File: src/rtl/clkrc_pkg.sv
package clkrc_pkg;
  localparam int REG_AW = 7;
  localparam int DATA_W = 16;

  localparam logic [REG_AW-1:0] ADDR_DIV   = 7'h52;
  localparam logic [REG_AW-1:0] ADDR_SYNTH = 7'h41;
  localparam logic [REG_AW-1:0] ADDR_DLL   = 7'h58;

  localparam logic [DATA_W-1:0] MASK_SYNTH = 16'h0020;
  localparam logic [DATA_W-1:0] MASK_DLL   = 16'h00C0;

  typedef enum logic [2:0] {
    ST_DIV    = 3'd0,
    ST_RD_SYN = 3'd1,
    ST_WR_SYN = 3'd2,
    ST_RD_DLL = 3'd3,
    ST_WR_DLL = 3'd4
  } step_e;

  typedef enum logic [1:0] {
    PH_IDLE  = 2'd0,
    PH_ISSUE = 2'd1,
    PH_WAIT  = 2'd2,
    PH_FIN   = 2'd3
  } phase_e;

  function automatic logic [REG_AW-1:0] step_addr(step_e s);
    case (s)
      ST_DIV:               return ADDR_DIV;
      ST_RD_SYN, ST_WR_SYN: return ADDR_SYNTH;
      default:              return ADDR_DLL;
    endcase
  endfunction

  function automatic logic step_writes(step_e s);
    return (s == ST_DIV) || (s == ST_WR_SYN) || (s == ST_WR_DLL);
  endfunction

  function automatic logic [DATA_W-1:0] merge_bits(logic [DATA_W-1:0] word,
                                                   logic [DATA_W-1:0] mask,
                                                   logic hi);
    return (word & ~mask) | (hi ? mask : '0);
  endfunction
endpackage

File: src/rtl/clkrc_tmo_timer.sv
module clkrc_tmo_timer #(
  parameter int TMO_W = 8
) (
  input  logic             clk,
  input  logic             rst_n,
  input  logic             restart,
  input  logic             tick,
  input  logic [TMO_W-1:0] limit,
  output logic             expired
);
  logic [TMO_W:0] cnt_q;
  logic [TMO_W:0] cnt_inc;

  assign cnt_inc = cnt_q + 1'b1;
  assign expired = tick && (cnt_inc >= {1'b0, limit});

  always_ff @(posedge clk or negedge rst_n) begin
    if (!rst_n)                cnt_q <= '0;
    else if (restart)          cnt_q <= '0;
    else if (tick && !expired) cnt_q <= cnt_inc;
  end

  // the counter never gets ahead of the limit while waiting
  p_cnt_in_range_r10: assert property (@(posedge clk) disable iff (!rst_n)
    (tick && $stable(limit) && !$past(restart)) |-> (cnt_q < {1'b0, limit}) || (limit == '0));
endmodule

File: src/rtl/clkrc_access_fmt.sv
module clkrc_access_fmt
  import clkrc_pkg::*;
#(
  parameter int DIV_W = 5
) (
  input  step_e              step,
  input  logic [DIV_W-1:0]   code,
  input  logic               hi,
  input  logic [DATA_W-1:0]  held,
  output logic [REG_AW-1:0]  addr,
  output logic               we,
  output logic [DATA_W-1:0]  wdata
);
  localparam int PAD_W = DATA_W - DIV_W;

  always_comb begin
    addr = step_addr(step);
    we   = step_writes(step);
    case (step)
      ST_DIV:    wdata = {{PAD_W{1'b0}}, code};
      ST_WR_SYN: wdata = merge_bits(held, MASK_SYNTH, hi);
      ST_WR_DLL: wdata = merge_bits(held, MASK_DLL, hi);
      default:   wdata = '0;
    endcase
  end
endmodule

File: src/rtl/clkmgr_reconfig_seq.sv
module clkmgr_reconfig_seq
  import clkrc_pkg::*;
#(
  parameter int DIV_W = 5,
  parameter int TMO_W = 8
) (
  input  logic               clk,
  input  logic               rst_n,
  input  logic               cmd_valid,
  input  logic [DIV_W-1:0]   cmd_div_code,
  input  logic               cmd_high,
  input  logic [TMO_W-1:0]   tmo_limit,
  output logic               busy,
  output logic               done,
  output logic               bad_cmd,
  output logic               err_timeout,
  output logic [REG_AW-1:0]  port_addr,
  output logic               port_en,
  output logic               port_we,
  output logic [DATA_W-1:0]  port_wdata,
  input  logic [DATA_W-1:0]  port_rdata,
  input  logic               port_rdy
);
  phase_e             phase_q;
  step_e              step_q;
  logic [DIV_W-1:0]   code_q;
  logic               hi_q;
  logic [DATA_W-1:0]  hold_q;
  logic               bad_q, err_q;

  // named internal events
  logic idle_now, accept, reject, ack, last_step, read_step, timed_out;

  assign idle_now  = (phase_q == PH_IDLE);
  assign accept    = idle_now && cmd_valid && (cmd_div_code != '0);
  assign reject    = idle_now && cmd_valid && (cmd_div_code == '0);
  assign ack       = (phase_q == PH_WAIT) && port_rdy;
  assign last_step = (step_q == ST_WR_DLL);
  assign read_step = !step_writes(step_q);

  clkrc_tmo_timer #(.TMO_W(TMO_W)) u_timer (
    .clk     (clk),
    .rst_n   (rst_n),
    .restart (phase_q == PH_ISSUE),
    .tick    ((phase_q == PH_WAIT) && !port_rdy),
    .limit   (tmo_limit),
    .expired (timed_out)
  );

  clkrc_access_fmt #(.DIV_W(DIV_W)) u_fmt (
    .step  (step_q),
    .code  (code_q),
    .hi    (hi_q),
    .held  (hold_q),
    .addr  (port_addr),
    .we    (port_we),
    .wdata (port_wdata)
  );

  always_ff @(posedge clk or negedge rst_n) begin
    if (!rst_n) begin
      phase_q <= PH_IDLE;
      step_q  <= ST_DIV;
      code_q  <= '0;
      hi_q    <= 1'b0;
      hold_q  <= '0;
      bad_q   <= 1'b0;
      err_q   <= 1'b0;
    end else begin
      bad_q <= reject;
      case (phase_q)
        PH_IDLE: if (accept) begin
          phase_q <= PH_ISSUE;
          step_q  <= ST_DIV;
          code_q  <= cmd_div_code;
          hi_q    <= cmd_high;
          err_q   <= 1'b0;
        end
        PH_ISSUE: phase_q <= PH_WAIT;
        PH_WAIT: begin
          if (ack) begin
            if (read_step) hold_q <= port_rdata;
            if (last_step) phase_q <= PH_FIN;
            else begin
              phase_q <= PH_ISSUE;
              step_q  <= step_e'(step_q + 3'd1);
            end
          end else if (timed_out) begin
            phase_q <= PH_IDLE;
            err_q   <= 1'b1;
          end
        end
        default: phase_q <= PH_IDLE;
      endcase
    end
  end

  assign busy        = !idle_now;
  assign done        = (phase_q == PH_FIN);
  assign port_en     = (phase_q == PH_ISSUE);
  assign bad_cmd     = bad_q;
  assign err_timeout = err_q;

  // ---------------- assertions ----------------
  p_reject_quiet_r2: assert property (@(posedge clk) disable iff (!rst_n)
    reject |=> (bad_cmd && !busy && !port_en));
  p_bad_single_r2: assert property (@(posedge clk) disable iff (!rst_n)
    bad_cmd |=> !bad_cmd);
  p_div_first_r3: assert property (@(posedge clk) disable iff (!rst_n)
    accept |=> (port_en && port_we && port_addr == ADDR_DIV &&
                port_wdata == {{(DATA_W-DIV_W){1'b0}}, $past(cmd_div_code)}));
  p_step_advance_r4: assert property (@(posedge clk) disable iff (!rst_n)
    (ack && !last_step) |=> (port_en && step_q == step_e'($past(step_q) + 3'd1)));
  p_synth_rmw_r5: assert property (@(posedge clk) disable iff (!rst_n)
    (port_en && port_we && port_addr == ADDR_SYNTH) |->
      (((port_wdata ^ hold_q) & ~MASK_SYNTH) == '0 && port_wdata[5] == hi_q));
  p_dll_rmw_r6: assert property (@(posedge clk) disable iff (!rst_n)
    (port_en && port_we && port_addr == ADDR_DLL) |->
      (((port_wdata ^ hold_q) & ~MASK_DLL) == '0 && port_wdata[7:6] == {2{hi_q}}));
  p_en_single_r7: assert property (@(posedge clk) disable iff (!rst_n)
    port_en |=> !port_en);
  p_done_after_last_r8: assert property (@(posedge clk) disable iff (!rst_n)
    (ack && last_step) |=> (done && busy));
  p_done_single_r8: assert property (@(posedge clk) disable iff (!rst_n)
    done |=> (!done && !busy));
  p_busy_hold_r9: assert property (@(posedge clk) disable iff (!rst_n)
    (busy && !done) |=> ($stable(code_q) && $stable(hi_q)));
  p_timeout_abort_r10: assert property (@(posedge clk) disable iff (!rst_n)
    timed_out |=> (!busy && err_timeout && !done));
  p_stray_rdy_r11: assert property (@(posedge clk) disable iff (!rst_n)
    (port_rdy && idle_now && !cmd_valid) |=> !busy);
endmodule

File: config.mk
export PLATFORM = sky130hd
export DESIGN_NAME = clkmgr_reconfig_seq
export DESIGN_NICKNAME = d
export VERILOG_FILES = /design/src/rtl/clkrc_pkg.sv /design/src/rtl/clkrc_tmo_timer.sv /design/src/rtl/clkrc_access_fmt.sv /design/src/rtl/clkmgr_reconfig_seq.sv
export SDC_FILE = /design/constraint.sdc
export NUM_CORES = 1
export LEC_CHECK = 0
export ABC_CLOCK_PERIOD_IN_PS = 3000
export BUFFER_PORTS_ARGS = -buffer_cell sky130_fd_sc_hd__buf_2
export CAP_MARGIN = 20
export CORE_ASPECT_RATIO = 1.2
export CORE_MARGIN = 8
export CORE_UTILIZATION = 51
export CTS_CLUSTER_SIZE = 16
export DETAILED_ROUTE_END_ITERATION = 10
export PLACE_DENSITY_LB_ADDON = 0.08
export SLEW_MARGIN = 25
export SYNTH_ARGS = -nofsm -noshare
export SYNTH_HDL_FRONTEND = slang
export SYNTH_SLANG_ARGS = --single-unit
File: constraint.sdc
create_clock -name clk -period 3 [get_ports clk]
set_input_delay 0.45 -clock clk [delete_from_list [all_inputs] [get_ports clk]]
set_output_delay 0.45 -clock clk [all_outputs]
set_load 0.01 [all_outputs]
==> results_dict.tcl <==
set metrics [dict create \
    wl_per_cell_um 14.7 \
    synth_seq_cells 38 \
    rsz0062_at_grt "no" \
    crit_required_ps 3170 \
    crit_start "u_timer.cnt_q[0]" \
    post_cts_resized 0 \
    dpl_cell_area_um2 2460 \
    num_rows 25 \
    syn_to_final_growth_pct 20.0 \
    vias_per_cell 4.98 \
    num_vias 1545 \
    finalSetupViolCount 0 \
    critPathArrivalTime_ps 2950 \
    fp.coreArea_um2 3970 \
    cp_max_fo 9 \
    die_y_um 86.7 \
    worstPathCellList "ha_1 -> nand2_1 -> or2_1 -> xnor2_1 -> ha_1 -> and4_1 -> a21oi_1 -> o2111a_2 -> nand3_4 -> mux2_4" \
    grt_start_max_net_pins 39 \
    total_power_mw 1.91 \
    reg2reg_slack_ps 220 \
    hpwl_um 3570 \
    wl_met3_um 313 \
    fmaxAchievable_mhz 359 \
    hold_path.class "primary input to async pin" \
    diodes 0 \
    final_nets 302 \
    top_layer "met4" \
    drive_gt1_share_pct 38.7 \
    synth-edff-count 0 \
    period_share_pct 92.7 \
    drc 0 \
    outcome "finished clean" \
    die-area_um2 6500 \
    final.min_clock_period_ps 2780 \
    fillCellCount 343 \
    io_pins 63 \
    cp-start-kind "flip-flop" \
    drt-met1-wl_um 1960 \
    grt.overflow.total 0 \
    port_buffers 59 \
    netlist_area_um2 2120 \
    drtAntennaViolNets 0 \
    slew_violations 0 \
    cts.sinks 38 \
    cts_tree "yes" \
    syn_inst 194 \
    end_kind "flip-flop" \
    clk_latency_ps 280 \
    tns_ps 0 \
    netlist.area_leader.share_pct 44.8 \
    hold_buffers 0 \
    cts.path.max_buffers 2 \
    drtIter0Drc 74 \
    gp_congestion 0.816 \
    cts-htree-levels 2 \
    grt_pass1_vias 1611 \
    tightest_slew_ps 833 \
    peakVddDrop_mv 0.426 \
    powerDensity_nw_per_um2 750 \
    max-slew-margin-rel_pct 44.5 \
    yosys_warnings 0 \
    async_reset_ff_share_pct 100 \
    cts_buffers 5 \
    grt_usage_pct 15.3 \
    finClkSkew_ps 5.86 \
    cts-root-buf "clkbuf_8" \
    syn_area_per_cell_um2 11.0 \
    initial_core_util_pct 53.5 \
    cpMostUsedCell "ha_1" \
    ys_seq_area_share_pct 44.8 \
    final_area_um2 2550 \
    firstDrtPassIters 6 \
    path_clk_slew_ps 70 \
    hold_viol 0 \
    critical_path.slowest_cell "dfrtp_1" \
    leakagePower_nw 1.40 \
    ys_top_cells_by_area "dfrtp_1 (45%), mux2_2 (9.0%), ha_1 (7.7%), a22o_1 (4.9%), and2_1 (4.1%)" \
    maxCapViolations 0 \
    wl_met2_um 2210 \
    antenna_found_initial 0 \
    synth_cell_types 43 \
    grt_pass1_wl_um 7750 \
    synth_top_area_cell "dfrtp_1" \
    routed_wl_um 4560 \
    utilization_pct 64.2 \
    reg2reg_from "u_timer.cnt_q[0]" \
    ys.flop_type "dfrtp_1" \
    die_x_um 74.9 \
    crit_type "flip-flop to flip-flop" \
    post_cts_buffers 0 \
    cpPeakStageDelay_ps 430 \
]
==> power breakdown <==
group,switching (mW),internal [mW]
Clock,0.171,0.185
Sequential,0.114,0.693
Combinational,0.380,0.369
==> registers in the layout (all words and copies together), names as in the netlist <==
name and flops:
bad_cmd 1, code_q 5, err_timeout 1, hi_q 1, hold_q 16, phase_q 2
step_q 3, u_timer.cnt_q 9
==> placed cells by master (no fill, tap or decap), types with 2 or more instances in the layout <==
| cell type | count |
|---|---|
| mux2_2 | 17 |
| a22o_1 | 12 |
| mux2_4 | 5 |
| and2_1 | 14 |
| mux2i_1 | 3 |
| inv_1 | 12 |
| nand3_1 | 3 |
| or2_2 | 3 |
| clkbuf_8 | 6 |
| nor2b_1 | 2 |
| buf_2 | 59 |
| xor2_1 | 4 |
| nor2_2 | 2 |
| ha_1 | 13 |
| nand2b_1 | 2 |
| conb_1 | 3 |
| nand2_1 | 20 |
| xnor2_1 | 3 |
| dfrtp_1 | 38 |
| nor3_1 | 2 |
| nor2_1 | 6 |
| a21o_1 | 2 |
| a21oi_1 | 2 |
==> per-layer routing <==
| metal | GRT usage, % | vias to the layer above |
|---|---|---|
| li1 | - | 788 |
| met5 | 0 | - |
| met2 | 23.7 | 40 |
| met1 | 19.4 | 711 |
| met4 | 6.25 | 0 |
| met3 | 4.04 | 6 |
==> synth_stat cells (2+ instances only) <==
library cell and instances:
dfrtp_1 38, nand2_1 20, mux2_2 17, and2_1 14, ha_1 13, a22o_1 12
inv_1 12, nor2_1 6, mux2_4 5, buf_4 4, xor2_1 4, clkbuf_1 3
mux2i_1 3, nand3_1 3, or2_2 3, xnor2_1 3, a21o_1 2, a21oi_1 2
conb_1 2, nand2b_1 2, nor2_2 2, nor2b_1 2, nor3_1 2
==> final cells by class <==
class,instances,area (µm²),share of cell area (%)
Multi-Input combinational cell,138,1090,42.8
Clock buffer,7,86.3,3.39
Tap cell,54,67.6,2.65
Clock inverter,1,5.00,0.196
Inverter,12,45.0,1.77
Timing Repair Buffer,60,303,11.9
Sequential cell,38,951,37.3
==> worst max-delay path, delay by kind of cell (launching register included) <==
kind | cells | cell delay, ps
compound gates | 2 | 420
flops | 1 | 430
xor+xnor | 1 | 210
fa+ha+maj | 2 | 540
mux | 1 | 370
simple gates | 4 | 700
==> metrics by stage <==
step | std cells | hold WS (ps) | setup WS [ps]
after floorplan | 195 | 154 | 471
after global placement | 302 | 470 | 312
after detailed placement | 302 | 477 | 206
after CTS | 310 | 293 | 191
after global routing | 310 | 333 | 24.7
final | 310 | 258 | 218
==> worst paths after layout <==
kind / to / cells after the start
setup / recovery: u_timer.cnt_q[6] / 10
hold / removal: step_q[2] / 1
setup reg to reg: u_timer.cnt_q[6] / 10
hold reg to reg: code_q[0] / 2
max in group asynchronous: hold_q[12] / 1
min in group clk: code_q[1] / 3
==> cells by family after synthesis <==
| kind of cell | Yosys count | share of synthesized area [%] |
|---|---|---|
| AO/OA/AOI/OAI | 23 | 8.78 |
| XOR/XNOR | 7 | 2.89 |
| adder cells (fa/ha/maj) | 13 | 7.66 |
| buffers and inverters | 19 | 4.06 |
| flip-flops | 38 | 44.8 |
| multiplexers | 25 | 14.0 |
| other | 2 | 0.353 |
| AND/OR/NAND/NOR | 67 | 17.6 |
No activity file was read; power rests on OpenSTA's default activity.
